[src/rtl/coh_pkg.sv]
package coh_pkg;

  typedef enum logic [1:0] {
    LINE_I = 2'd0,
    LINE_S = 2'd1,
    LINE_E = 2'd2,
    LINE_M = 2'd3
  } lineState_t;

  typedef enum logic [1:0] {
    BUS_RD   = 2'd0,
    BUS_RDX  = 2'd1,
    BUS_UPG  = 2'd2,
    BUS_IDLE = 2'd3
  } busCmd_t;

  typedef enum logic [1:0] {
    PEND_IS = 2'd0,
    PEND_IM = 2'd1,
    PEND_SM = 2'd2
  } pendKind_t;

  typedef enum logic [1:0] {
    SRC_CPU   = 2'd0,
    SRC_PEND  = 2'd1,
    SRC_SNOOP = 2'd2
  } wrSrc_t;

  // strobes from the control FSM to the tag datapath
  typedef struct packed {
    logic       wrEn;
    wrSrc_t     wrSrc;
    lineState_t wrState;
    logic       capPend;
  } cohStrobe_t;

endpackage

[src/rtl/coh_tag_path.sv]
module coh_tag_path
  import coh_pkg::*;
#(
  parameter int ADDR_W = 8,
  parameter int IDX_W  = 2
) (
  input  logic              clk,
  input  logic              rstN,
  input  cohStrobe_t        strobe,
  input  logic [ADDR_W-1:0] cpuAddr,
  input  logic [ADDR_W-1:0] snoopAddr,
  output lineState_t        cpuLine,
  output lineState_t        snpLine,
  output logic [ADDR_W-1:0] pendAddr,
  output logic              snpHitsPend
);
  localparam int TAG_W = ADDR_W - IDX_W;
  localparam int SETS  = 1 << IDX_W;

  logic [TAG_W-1:0] tagMem [SETS];
  lineState_t       stMem  [SETS];
  logic [ADDR_W-1:0] pendAddrQ;
  logic [ADDR_W-1:0] wrAddr;
  logic [IDX_W-1:0]  wrIdx;

  always_comb begin
    case (strobe.wrSrc)
      SRC_PEND:  wrAddr = pendAddrQ;
      SRC_SNOOP: wrAddr = snoopAddr;
      default:   wrAddr = cpuAddr;
    endcase
  end
  assign wrIdx = wrAddr[IDX_W-1:0];

  // one storage slot per set; each slot decodes its own write enable
  for (genvar s = 0; s < SETS; s++) begin : g_set
    always_ff @(posedge clk) begin
      if (!rstN) begin
        stMem[s]  <= LINE_I;
        tagMem[s] <= '0;
      end else if (strobe.wrEn && wrIdx == IDX_W'(s)) begin
        stMem[s]  <= strobe.wrState;
        tagMem[s] <= wrAddr[ADDR_W-1:IDX_W];
      end
    end
  end

  always_ff @(posedge clk) begin
    if (!rstN) pendAddrQ <= '0;
    else if (strobe.capPend) pendAddrQ <= cpuAddr;
  end

  // two read ports: processor lookup and snoop lookup
  always_comb begin
    cpuLine = stMem[cpuAddr[IDX_W-1:0]];
    if (tagMem[cpuAddr[IDX_W-1:0]] != cpuAddr[ADDR_W-1:IDX_W]) cpuLine = LINE_I;
    snpLine = stMem[snoopAddr[IDX_W-1:0]];
    if (tagMem[snoopAddr[IDX_W-1:0]] != snoopAddr[ADDR_W-1:IDX_W]) snpLine = LINE_I;
  end

  assign pendAddr    = pendAddrQ;
  assign snpHitsPend = (snoopAddr == pendAddrQ);

endmodule

[src/rtl/coh_ctrl.sv]
module coh_ctrl
  import coh_pkg::*;
(
  input  logic       clk,
  input  logic       rstN,
  input  logic       cpuReq,
  input  logic       cpuWrite,
  input  logic       busGrant,
  input  logic       busSharedIn,
  input  logic       snoopValid,
  input  busCmd_t    snoopCmd,
  input  lineState_t cpuLine,
  input  lineState_t snpLine,
  input  logic       snpHitsPend,
  output cohStrobe_t strobe,
  output logic       cpuAck,
  output logic       busReq,
  output logic [1:0] busCmdOut,
  output logic       snoopShared,
  output logic       snoopModified,
  output logic       snoopDefer
);
  typedef enum logic [1:0] {F_IDLE, F_WAIT, F_DONE} fsm_t;

  fsm_t      fsm, nextFsm;
  pendKind_t kind, nextKind;
  logic      doneWr, nextDoneWr;

  logic snpExcl, snpHit, deferNow;

  assign snpExcl  = snoopValid && (snoopCmd == BUS_RDX || snoopCmd == BUS_UPG);
  assign snpHit   = snoopValid && snoopCmd != BUS_IDLE && snpLine != LINE_I;
  assign deferNow = snpExcl && fsm == F_DONE && doneWr && snpHitsPend;

  assign snoopDefer    = deferNow;
  assign snoopShared   = snpHit && snoopCmd == BUS_RD;
  assign snoopModified = snpHit && !deferNow && snpLine == LINE_M && snoopCmd != BUS_UPG;

  assign cpuAck = (fsm == F_DONE);
  assign busReq = (fsm == F_WAIT);

  always_comb begin
    busCmdOut = BUS_IDLE;
    if (fsm == F_WAIT) begin
      case (kind)
        PEND_IS: busCmdOut = BUS_RD;
        PEND_IM: busCmdOut = BUS_RDX;
        default: busCmdOut = BUS_UPG;
      endcase
    end
  end

  always_comb begin
    strobe.wrEn    = 1'b0;
    strobe.wrSrc   = SRC_CPU;
    strobe.wrState = LINE_I;
    strobe.capPend = 1'b0;
    nextFsm        = fsm;
    nextKind       = kind;
    nextDoneWr     = doneWr;

    // snoop side has priority on the tag array
    if (snpHit && !deferNow) begin
      if (snoopCmd == BUS_RD && snpLine != LINE_S) begin
        strobe.wrEn    = 1'b1;
        strobe.wrSrc   = SRC_SNOOP;
        strobe.wrState = LINE_S;
      end else if (snpExcl) begin
        strobe.wrEn    = 1'b1;
        strobe.wrSrc   = SRC_SNOOP;
        strobe.wrState = LINE_I;
      end
    end

    case (fsm)
      F_IDLE: begin
        if (cpuReq && !snoopValid) begin
          strobe.capPend = 1'b1;
          if (!cpuWrite) begin
            if (cpuLine != LINE_I) begin
              nextFsm    = F_DONE;
              nextDoneWr = 1'b0;
            end else begin
              nextFsm  = F_WAIT;
              nextKind = PEND_IS;
            end
          end else begin
            case (cpuLine)
              LINE_M: begin
                nextFsm    = F_DONE;
                nextDoneWr = 1'b1;
              end
              LINE_E: begin
                strobe.wrEn    = 1'b1;
                strobe.wrSrc   = SRC_CPU;
                strobe.wrState = LINE_M;
                nextFsm        = F_DONE;
                nextDoneWr     = 1'b1;
              end
              LINE_S: begin
                nextFsm  = F_WAIT;
                nextKind = PEND_SM;
              end
              default: begin
                nextFsm  = F_WAIT;
                nextKind = PEND_IM;
              end
            endcase
          end
        end
      end
      F_WAIT: begin
        if (snoopValid) begin
          // a competing writer took the block: upgrade is no longer enough
          if (kind == PEND_SM && snpExcl && snpHitsPend) nextKind = PEND_IM;
        end else if (busGrant) begin
          strobe.wrEn    = 1'b1;
          strobe.wrSrc   = SRC_PEND;
          strobe.wrState = (kind == PEND_IS) ? (busSharedIn ? LINE_S : LINE_E) : LINE_M;
          nextFsm        = F_DONE;
          nextDoneWr     = (kind != PEND_IS);
        end
      end
      default: nextFsm = F_IDLE;
    endcase
  end

  always_ff @(posedge clk) begin
    if (!rstN) begin
      fsm    <= F_IDLE;
      kind   <= PEND_IS;
      doneWr <= 1'b0;
    end else begin
      fsm    <= nextFsm;
      kind   <= nextKind;
      doneWr <= nextDoneWr;
    end
  end

endmodule

[src/rtl/coh_snoop_ctl.sv]
module coh_snoop_ctl
  import coh_pkg::*;
#(
  parameter int ADDR_W = 8,
  parameter int SETS   = 4
) (
  input  logic              clk,
  input  logic              rstN,
  input  logic              cpuReq,
  input  logic              cpuWrite,
  input  logic [ADDR_W-1:0] cpuAddr,
  output logic              cpuAck,
  output logic              busReq,
  output logic [1:0]        busCmdOut,
  output logic [ADDR_W-1:0] busAddrOut,
  input  logic              busGrant,
  input  logic              busSharedIn,
  input  logic              snoopValid,
  input  logic [1:0]        snoopCmd,
  input  logic [ADDR_W-1:0] snoopAddr,
  output logic              snoopShared,
  output logic              snoopModified,
  output logic              snoopDefer
);
  localparam int IDX_W = $clog2(SETS);

  cohStrobe_t strobe;
  lineState_t cpuLine, snpLine;
  logic       snpHitsPend;
  busCmd_t    snoopCmdE;

  assign snoopCmdE = busCmd_t'(snoopCmd);

  coh_tag_path #(.ADDR_W(ADDR_W), .IDX_W(IDX_W)) u_path (
    .clk        (clk),
    .rstN       (rstN),
    .strobe     (strobe),
    .cpuAddr    (cpuAddr),
    .snoopAddr  (snoopAddr),
    .cpuLine    (cpuLine),
    .snpLine    (snpLine),
    .pendAddr   (busAddrOut),
    .snpHitsPend(snpHitsPend)
  );

  coh_ctrl u_ctrl (
    .clk          (clk),
    .rstN         (rstN),
    .cpuReq       (cpuReq),
    .cpuWrite     (cpuWrite),
    .busGrant     (busGrant),
    .busSharedIn  (busSharedIn),
    .snoopValid   (snoopValid),
    .snoopCmd     (snoopCmdE),
    .cpuLine      (cpuLine),
    .snpLine      (snpLine),
    .snpHitsPend  (snpHitsPend),
    .strobe       (strobe),
    .cpuAck       (cpuAck),
    .busReq       (busReq),
    .busCmdOut    (busCmdOut),
    .snoopShared  (snoopShared),
    .snoopModified(snoopModified),
    .snoopDefer   (snoopDefer)
  );

endmodule

[config.mk]
export PLATFORM = sky130hd
export DESIGN_NAME = coh_snoop_ctl
export DESIGN_NICKNAME = d
export VERILOG_FILES = /design/src/rtl/coh_pkg.sv /design/src/rtl/coh_tag_path.sv /design/src/rtl/coh_ctrl.sv /design/src/rtl/coh_snoop_ctl.sv
export SDC_FILE = /design/constraint.sdc
export NUM_CORES = 1
export LEC_CHECK = 0
export BUFFER_PORTS_ARGS = -buffer_cell sky130_fd_sc_hd__buf_2
export CAP_MARGIN = 0
export CORE_MARGIN = 8
export CORE_UTILIZATION = 35
export CTS_CLUSTER_DIAMETER = 50
export CTS_CLUSTER_SIZE = 8
export DETAILED_ROUTE_END_ITERATION = 8
export PLACE_DENSITY = 0.56
export SETUP_SLACK_MARGIN = 0.05
export SLEW_MARGIN = 10
export SYNTH_ARGS = -nofsm -noshare
export SYNTH_HDL_FRONTEND = slang
export SYNTH_SLANG_ARGS = --single-unit
[constraint.sdc]
create_clock -name clk -period 4.1 [get_ports clk]
set_clock_uncertainty 0.15 [all_clocks]
set_input_delay 0.41 -clock clk [delete_from_list [all_inputs] [get_ports clk]]
set_output_delay 0.41 -clock clk [all_outputs]
set_load 0.1 [all_outputs]
; Word level (Yosys, flattened, before mapping)
; Memories as Yosys holds them, arrays and structs flattened.
; Index checks and enable logic that the tools add are counted.
[classes]
addsub = 0
mul = 0
div_mod_pow = 0
magnitude_cmp = 0
n_eq_ne = 30
shifts = 0
n_mux = 59
bitwise = 8
n_reduce_logical = 33
[op_table]
columns = cell, count
row1 = two-way mux 2 bit, 20
row2 = two-way mux 5 bit, 7
row3 = two-way mux 6 bit, 5
row4 = two-way mux 1 bit, 20
row5 = equality test 2 bit (second input constant), 9
row6 = logical AND 1 bit, 18
row7 = one-hot mux 2 bit (2 select lines), 4
row8 = one-hot mux 8 bit (2 select lines), 1
row9 = equality test 2 x 1 -> 1 bit (second input constant), 6
row10 = inequality test 6 bit, 2
row11 = AND reduction 6 bit, 2
row12 = inequality test 2 x 1 -> 1 bit (second input constant), 5
row13 = one-hot mux 5 bit (2 select lines), 1
row14 = inequality test 3 bit (second input constant), 3
row15 = equality test 8 bit, 1
row16 = logical NOT 2 bit, 4
row17 = OR 1 bit, 8
row18 = nonzero test 2 bit, 4
row19 = inequality test 2 bit (second input constant), 3
row20 = inequality test 3 x 2 -> 1 bit (second input constant), 1
row21 = AND reduction 3 bit, 1
row22 = logical NOT 1 bit, 2
row23 = one-hot mux 1 bit (2 select lines), 1
row24 = OR reduction 2 bit, 1
row25 = logical OR 1 bit, 1
[word_totals]
register_bits = 13
latch_bits = 0
ram_bits = 32
romBits = 0
in_bits = 25
out_inout_bits = 15
word_cells = 136
mem_count = 2
[mem_list]
columns = memory, words, word_bits, read_ports, rd_ports_with_merged_regs, wr, line_no
row1 = u_path.tagMem, 4, 6, 2, 0, 4, coh_tag_path.sv:20  ; logic [TAG_W-1:0] tagMem [SETS];
row2 = u_path.stMem, 4, 2, 2, 0, 4, coh_tag_path.sv:21  ; lineState_t stMem [SETS];

; Longest topological paths before layout
; Gate-level depths: netlist (run 1).
[logic_depth]
depth_word = 21
depth_mapped = 16
ltp_nobuf = 15

; Modules after synthesis
; From an unflattened synthesis (run 1), not the netlist that was laid out.
[hier_totals]
hier_cells = 261
hier_area_um2 = 2877.8
[by_module_without_submodules]
columns = mod, instances, cells_per_inst, area_per_inst_um2, seq_area_each_um2
row1 = coh_tag_path, 1, 191, 2349.8, 1121.1
row2 = coh_ctrl, 1, 70, 528.0, 100.1

; Worst setup path before layout (run 1)
; OpenSTA, ideal clock, no wires.
[synth_timing]
kind = register -> register
startpoint = reg u_ctrl.fsm[1]
endpoint = mem u_path.stMem[1][0] (netlist bit) (enable)
setup_time_ps = 387
arrival_ps = 7203
path_slack_ps = -3640
path_stages_with_launch = 13
n_path_buf = 2
period_less_slack_ps = 7740
path_cell_list = dfxtp_1 -> nor2b_1 -> nand2_1 -> nor4_1 -> nor4_2 -> and2_1 -> inv_1 -> ha_1 -> clkbuf_1 -> a22oi_1 -> o21a_1 -> clkbuf_1 -> o31ai_1
[synth_rtl]
columns = element, line_no
row1 = from (decl), coh_ctrl.sv:25  ; fsm_t fsm, nextFsm;
row2 = from (signal assigned), coh_ctrl.sv:134  ; fsm <= nextFsm;
row3 = to (decl), coh_tag_path.sv:21

==> results.sh, run 1 <==
export IMPL_ios=40
export IMPL_postCtsHoldBufs=0
export IMPL_synth_top_family_by_area="simple AND/OR/NAND/NOR gates"
export IMPL_std_cell_rows=33
export IMPL_vdd_ir_drop_max_uv=115
export IMPL_grt_first_pass_wirelength_um=12300
export IMPL_detailedPlacementHpwl_um=6160
export IMPL_max_cap_violations=0
export IMPL_floorplan_die_height_um=106
export IMPL_insertedDiodeCount=0
export IMPL_wire_per_inst_um=16.9
export IMPL_htreeDepth=2
export IMPL_synth_avg_cell_area_um2=9.98
export IMPL_finalNetCount=367
export IMPL_via_count=2328
export IMPL_clock_tree_buffer_depth=2
export IMPL_floorplan_die_width_um=106
export IMPL_most_common_layout_cells="sky130_fd_sc_hd__nand2_1 (52), sky130_fd_sc_hd__buf_2 (39), sky130_fd_sc_hd__nor2_1 (32), sky130_fd_sc_hd__edfxtp_1 (32)"
export IMPL_worstPathRequired_ns=4.13
export IMPL_floorplan_die_area_um2=11300
export IMPL_synth_async_sr_flop_share_pct=0
export IMPL_route_final_wire_length_um=7490
export IMPL_vias_per_cell=5.26
export IMPL_cts_tree="done"
export IMPL_synth_xor_area_share_pct=6.13
export IMPL_weighted_congestion_at_the_end_of_routability_driven_global_placement=0.874
export IMPL_endpoints_failing_hold=0
export IMPL_drcViolationCount=0
export IMPL_placement_io_buffers=39
export IMPL_total_power_w=0.00106
export IMPL_seq_area_um2=1230
export IMPL_synth_yosys_warnings=0
export IMPL_timing_slew_headroom_pct=58.5
export IMPL_share_of_post_route_cells_with_drive_strength_above_1_pct=32.5
export IMPL_globalRouteTotalUtil_pct=13.7
export IMPL_timing_final_setup_violations=0
export IMPL_core_area_um2=8050
export IMPL_tritoncts_num_buffers=5
export IMPL_detailedRoute_firstPassIterationCount=4
export IMPL_synth_simple_area_share_pct=20.9
export IMPL_ant_nets=0
export IMPL_synth_seq_cells=45
export IMPL_count_of_flip_flops_with_a_built_in_enable_after_synthesis=32
export IMPL_start_kind="flop"
export IMPL_cts_sink_count=45
export IMPL_final_cell_count_no_fill=443
export IMPL_synthAdderAreaFrac_pct=2.19
export IMPL_finalMaxSlewViolations=0
export IMPL_path_clk_slew_ns=0.10
export IMPL_total_leakage_power_nw=1.23
export IMPL_worstMarginPinSlew_ns=0.618
export IMPL_area_growth_from_synthesis_to_layout_pct=21.7
export IMPL_crit_path_max_fanout=7
export IMPL_path_class="reg -> reg"
export IMPL_multi_input_area_um2=1630
export IMPL_initialDrtViolationCount=145
export IMPL_grt_overflow=0
export IMPL_crit_path_end_kind="flop"
export IMPL_run_status="finished clean"
export IMPL_compound_cell_area_share_of_the_yosys_netlist_pct=11.1
export IMPL_mux_contribution_to_synthesized_area_pct=13.0
export IMPL_cts_root_buffer_cell="sky130_fd_sc_hd__clkbuf_8"
export IMPL_synth_distinct_cells=41
export IMPL_cts_resized=0
export IMPL_initial_core_util_pct=35.5
export IMPL_rsz0062_at_grt="false"
export IMPL_max_freq_mhz=270
export IMPL_syn_area_um2=2860
export IMPL_final_min_period_over_clock_period_pct=90.5
export IMPL_layout_commonest_cell="sky130_fd_sc_hd__nand2_1"
export IMPL_power_density_nw_per_um2=306
export IMPL_worstHoldPathType="in -> reg"
export IMPL_synth_sequential_area_ratio_pct=42.8
export IMPL_worstSkewPairLatency_ns=0.31
export IMPL_synth_nets=316
export IMPL_grt_max_degree=18
export IMPL_syn_inst=286
export IMPL_post_cts_repair_setup_buffers=0
export IMPL_place_inst=435
export IMPL_synth_flop_cell="sky130_fd_sc_hd__edfxtp_1"
export IMPL_initial_antenna_violation_count=0
export IMPL_first_global_vias=2354
export IMPL_data_arrival_critical_path_ns=3.74
export IMPL_fill_cells=794
export IMPL_final_min_clock_period_ns=3.71
cells in the mapped netlist (3+ instances only):
cell,number,area [µm²]
sky130_fd_sc_hd__a21oi_1,13,65.1
sky130_fd_sc_hd__a22oi_1,8,60.1
sky130_fd_sc_hd__and2_1,3,18.8
sky130_fd_sc_hd__clkbuf_1,11,41.3
sky130_fd_sc_hd__dfxtp_1,13,260
sky130_fd_sc_hd__edfxtp_1,32,961
sky130_fd_sc_hd__ha_1,5,62.6
sky130_fd_sc_hd__inv_1,9,33.8
sky130_fd_sc_hd__mux4_2,16,360
sky130_fd_sc_hd__nand2_1,53,199
sky130_fd_sc_hd__nand3_1,4,20.0
sky130_fd_sc_hd__nand4_1,3,18.8
sky130_fd_sc_hd__nor2_1,32,120
sky130_fd_sc_hd__nor2b_1,3,18.8
sky130_fd_sc_hd__nor3_1,8,40.0
sky130_fd_sc_hd__nor3b_1,5,37.5
sky130_fd_sc_hd__o21ai_0,13,65.1
sky130_fd_sc_hd__o31ai_1,5,37.5
sky130_fd_sc_hd__xnor2_1,20,175
kinds of logic (layout without fill, tap and decap cells):
kind of cell,after synthesis,count (layout)
xor gates and xnor gates,20,20
and+or+nand+nor,126,126
buffers and inverters,25,77
adders and majority gates,5,5
muxes,17,17
AOI/OAI and AO/OA,48,48
DFF,45,45
cell type report:
type,instances,area share (%)
multi-input cells,216,46.9
clock inverters,3,0.828
flip-flops and latches,45,35.5
clock buffers,5,1.98
repair buffers,59,9.94
inverters,10,1.08
well taps,105,3.78
sequential cells by signal (all words and copies together), names as in the netlist:
signal / count
u_ctrl.kind: 2
u_path.stMem: 8
u_path.pendAddr: 8
u_ctrl.fsm: 2
u_path.tagMem: 24
u_ctrl.doneWr: 1
critical path, stage by stage (launching register included):
cell and delay [ns]:
sky130_fd_sc_hd__edfxtp_1 0.42, sky130_fd_sc_hd__mux4_2 0.48, sky130_fd_sc_hd__xnor2_1 0.17, sky130_fd_sc_hd__nand4_1 0.24, sky130_fd_sc_hd__o32a_1 0.46, sky130_fd_sc_hd__and2_1 0.17
sky130_fd_sc_hd__ha_1 0.40, sky130_fd_sc_hd__nand2_1 0.10, sky130_fd_sc_hd__o21a_1 0.23, sky130_fd_sc_hd__buf_4 0.20, sky130_fd_sc_hd__nor2_1 0.36, sky130_fd_sc_hd__nand2_1 0.09
sky130_fd_sc_hd__nor2_1 0.10
per-stage QoR:
step           hold slack (ns)  setup WS (ns)  setup TNS, ns  cell area, µm²  utilization [%]
2_1_floorplan            0.298        -0.0810          -1.21            2990                -
3_3_place_gp             0.318          0.223              0            3380             41.9
3_5_place_dp             0.325          0.145              0            3380             41.9
4_1_cts                  0.199          0.393              0            3470             43.2
5_1_grt                  0.209         0.0921              0            3470             43.2
6_report                 0.209          0.391              0            3470             43.2
path summary, 6_finish.rpt:
kind                                     startpoint                                 to  slack [ns]  cells after the start
setup reg to reg  u_path.tagMem[2][4]$_SDFFCE_PN0P_  u_path.tagMem[3][2]$_SDFFCE_PN0P_        0.39                     12
hold / removal                           cpuAddr[5]    u_path.pendAddr[5]$_SDFFE_PN0P_        0.21                      3
setup / recovery  u_path.tagMem[2][4]$_SDFFCE_PN0P_  u_path.tagMem[3][2]$_SDFFCE_PN0P_        0.39                     12
hold reg to reg     u_path.pendAddr[7]$_SDFFE_PN0P_    u_path.pendAddr[7]$_SDFFE_PN0P_        0.34                      2
power by group:
group,switching [W],total (W),internal (W)
registers,0.0000140,0.000517,0.000503
clock network,0.000183,0.000312,0.000129
logic,0.000149,0.000232,0.0000833
total,0.000346,0.00106,0.000715
metal layers:
layer  vias up  track usage (%)  part of all wire (%)
met4         0             5.13                   1.3
met1      1119             16.6                    42
met3         7             2.36                   5.2
met5         -                0                     0
met2        58             23.7                    51
li1       1144                -                     -
(Power assumes the default switching activity.)
==> run 2, diff against run 1 <==
==> constraint.sdc (replaced) <==
create_clock -name clk -period 3.05 [get_ports clk]
set_clock_uncertainty 0.15 [all_clocks]
set_input_delay 0.305 -clock clk [delete_from_list [all_inputs] [get_ports clk]]
set_output_delay 0.305 -clock clk [all_outputs]
set_load 0.1 [all_outputs]
==> results.sh, run 2 (synthesis results as in run 1) <==
export IMPL_core_area_um2=8050
export IMPL_grt_max_degree=18
export IMPL_layout_commonest_cell="sky130_fd_sc_hd__nand2_1"
export IMPL_area_growth_from_synthesis_to_layout_pct=37.8
export IMPL_worstMarginPinSlew_ns=0.490
export IMPL_crit_path_end_kind="flop"
export IMPL_reg2regPathDepth=12
export IMPL_whs_endpoint="u_path.pendAddr[3]$_SDFFE_PN0P_"
export IMPL_reg_with_most_ffs="u_path.tagMem"
export IMPL_grt_first_pass_wirelength_um=13500
export IMPL_cts_root_buffer_cell="sky130_fd_sc_hd__clkbuf_8"
export IMPL_final_min_clock_period_ns=3.37
export IMPL_cts_tree="done"
export IMPL_failed_checks="negative setup slack"
export IMPL_largest_register_ffs=24
export IMPL_route_final_wire_length_um=8200
export IMPL_tritoncts_num_buffers=5
export IMPL_cts_sink_count=45
export IMPL_postCtsHoldBufs=0
export IMPL_setup_tns_final_ns=-14.10
export IMPL_setup_reg_to_reg_worst_slack_ns=-0.32
export IMPL_first_global_vias=2583
export IMPL_total_leakage_power_nw=1.45
export IMPL_rsz0062_at_grt="true"
export IMPL_power_report_internal_total_w=0.00100
export IMPL_final_min_period_over_clock_period_pct=110
export IMPL_start_kind="flop"
export IMPL_floorplan_die_height_um=106
export IMPL_vias_per_cell=5.23
export IMPL_vdd_ir_drop_max_uv=168
export IMPL_share_seq_of_total_power_pct=46.8
export IMPL_clock_network_fraction_of_total_power_pct=28.4
export IMPL_clock_tree_buffer_depth=2
export IMPL_critical_path_reg2reg_endpoint="u_path.tagMem[0][4]$_SDFFCE_PN0P_"
export IMPL_hp_start="cpuAddr[3]"
export IMPL_via_count=2461
export IMPL_worstPathRequired_ns=2.94
export IMPL_reg_to_reg_critical_path_startpoint="u_path.tagMem[3][3]$_SDFFCE_PN0P_"
export IMPL_initial_antenna_violation_count=0
export IMPL_wire_per_inst_um=17.4
export IMPL_comb_power_share_pct=24.8
export IMPL_timing_final_setup_violations=64
export IMPL_floorplan_die_width_um=106
export IMPL_worstHoldPathType="in -> reg"
export IMPL_data_arrival_critical_path_ns=3.25
export IMPL_globalRouteTotalUtil_pct=15.0
export IMPL_insertedDiodeCount=0
export IMPL_placement_io_buffers=39
export IMPL_endpoints_failing_hold=0
export IMPL_share_of_post_route_cells_with_drive_strength_above_1_pct=44.5
export IMPL_total_power_w=0.00149
export IMPL_weighted_congestion_at_the_end_of_routability_driven_global_placement=0.815
export IMPL_detailedPlacementHpwl_um=6750
export IMPL_finalMaxSlewViolations=0
export IMPL_path_class="reg -> reg"
export IMPL_htreeDepth=2
export IMPL_path_clk_slew_ns=0.10
export IMPL_worstSkewPairLatency_ns=0.31
export IMPL_run_status="finished, violations left"
export IMPL_grt_overflow=0
export IMPL_power_share_switching_pct=32.9
export IMPL_max_cap_violations=0
export IMPL_floorplan_die_area_um2=11300
export IMPL_finish_utilization_pct=48.9
export IMPL_timing_slew_headroom_pct=67.6
export IMPL_initialDrtViolationCount=153
export IMPL_crit_path_max_fanout=8
export IMPL_hold_path_depth=3
export IMPL_max_freq_mhz=297
export IMPL_power_density_nw_per_um2=379
export IMPL_drcViolationCount=0
export IMPL_most_common_layout_cells="sky130_fd_sc_hd__nand2_1 (46), sky130_fd_sc_hd__buf_4 (41), sky130_fd_sc_hd__buf_2 (37)"
export IMPL_netSwitchingPower_w=0.000489
export IMPL_ant_nets=0
export IMPL_std_cell_rows=33
export IMPL_detailedRoute_firstPassIterationCount=4
export IMPL_initial_core_util_pct=35.5
export IMPL_final_critical_path_setup_slack_ns=-0.317
export IMPL_ios=40
export IMPL_fill_cells=770
export IMPL_finalNetCount=395
[run 2: changes by cell type in the layout (fill, tap and decap cells not counted), sizes merged]
cell / change
buf: +28
[run 2: critical path, stage by stage, from the launching register on]
cell	delay [ns]
sky130_fd_sc_hd__edfxtp_1	0.43
sky130_fd_sc_hd__mux4_2	0.50
sky130_fd_sc_hd__xnor2_1	0.15
sky130_fd_sc_hd__nand4_1	0.22
sky130_fd_sc_hd__nor4_4	0.28
sky130_fd_sc_hd__and2_4	0.20
sky130_fd_sc_hd__inv_2	0.04
sky130_fd_sc_hd__ha_4	0.16
sky130_fd_sc_hd__a22oi_2	0.22
sky130_fd_sc_hd__o21ai_1	0.14
sky130_fd_sc_hd__buf_4	0.18
sky130_fd_sc_hd__o31ai_4	0.25
sky130_fd_sc_hd__buf_12	0.16
[run 2: power by group through the flow]
stage / combinational (W) / clock (W) / sequential, W
after floorplan: 0.000201 / 0 / 0.000740
after global placement: 0.000355 / 0 / 0.000710
after detailed placement: 0.000358 / 0 / 0.000711
after CTS: 0.000364 / 0.000435 / 0.000697
after global routing: 0.000398 / 0.000455 / 0.000700
final: 0.000370 / 0.000423 / 0.000697
[run 2: metrics by stage]
| stage | instances | cell area (µm²) | worst slack (ns) | hold slack [ns] |
|---|---|---|---|---|
| 6_report | 471 | 3930 | -0.317 | 0.0953 |
| 3_5_place_dp | 461 | 3740 | -0.539 | 0.322 |
| 2_1_floorplan | 286 | 3080 | -1.08 | 0.284 |
| 5_1_grt | 471 | 3930 | -0.438 | 0.0949 |
| 4_1_cts | 471 | 3870 | -0.293 | 0.0877 |
| 3_3_place_gp | 461 | 3740 | -0.467 | 0.317 |
[run 2: timing repair]
item                                   CTS  global route
setup buffers                            3             0
setup endpoints to repair               65            66
endpoints found under the hold margin    0             0
resized for setup                        4            16
pin swaps                                7             9
[run 2: routing by layer]
layer,track usage [%],part of all wire (%),up-vias
met1,17.6,41,1207
met3,2.96,4.4,8
met5,0,0,-
met4,4.72,1.3,0
li1,-,-,1201
met2,26.7,53,45
[run 2: how the worst max path moves through the flow]
| stage | start | to | slack, ns | cells past startpoint |
|---|---|---|---|---|
| 2_1_floorplan | u_ctrl.fsm[1]$_SDFFE_PN0P_ | u_path.stMem[1][0]$_SDFFCE_PN0P_ | -1.08 | 12 |
| 4_1_cts | u_path.tagMem[2][3]$_SDFFCE_PN0P_ | u_path.tagMem[2][2]$_SDFFCE_PN0P_ | -0.29 | 12 |
| 5_1_grt | u_path.tagMem[2][3]$_SDFFCE_PN0P_ | u_path.tagMem[2][2]$_SDFFCE_PN0P_ | -0.44 | 12 |
| 3_3_place_gp | snoopAddr[0] | u_path.tagMem[0][5]$_SDFFCE_PN0P_ | -0.47 | 11 |
| 3_5_place_dp | snoopAddr[0] | u_path.tagMem[1][5]$_SDFFCE_PN0P_ | -0.54 | 11 |
| 6_report | u_path.tagMem[3][3]$_SDFFCE_PN0P_ | u_path.tagMem[0][4]$_SDFFCE_PN0P_ | -0.32 | 12 |
[run 2: layout make-up]
cell class	instances	area, µm²	share of cell area, %
multi-input combinational	216	1780	45.2
sequential	45	1230	31.3
timing repair buffer	87	656	16.7
tap	105	131	3.34
clock buffer	5	68.8	1.75
inverter	10	37.5	0.954
clock inverter	3	28.8	0.732
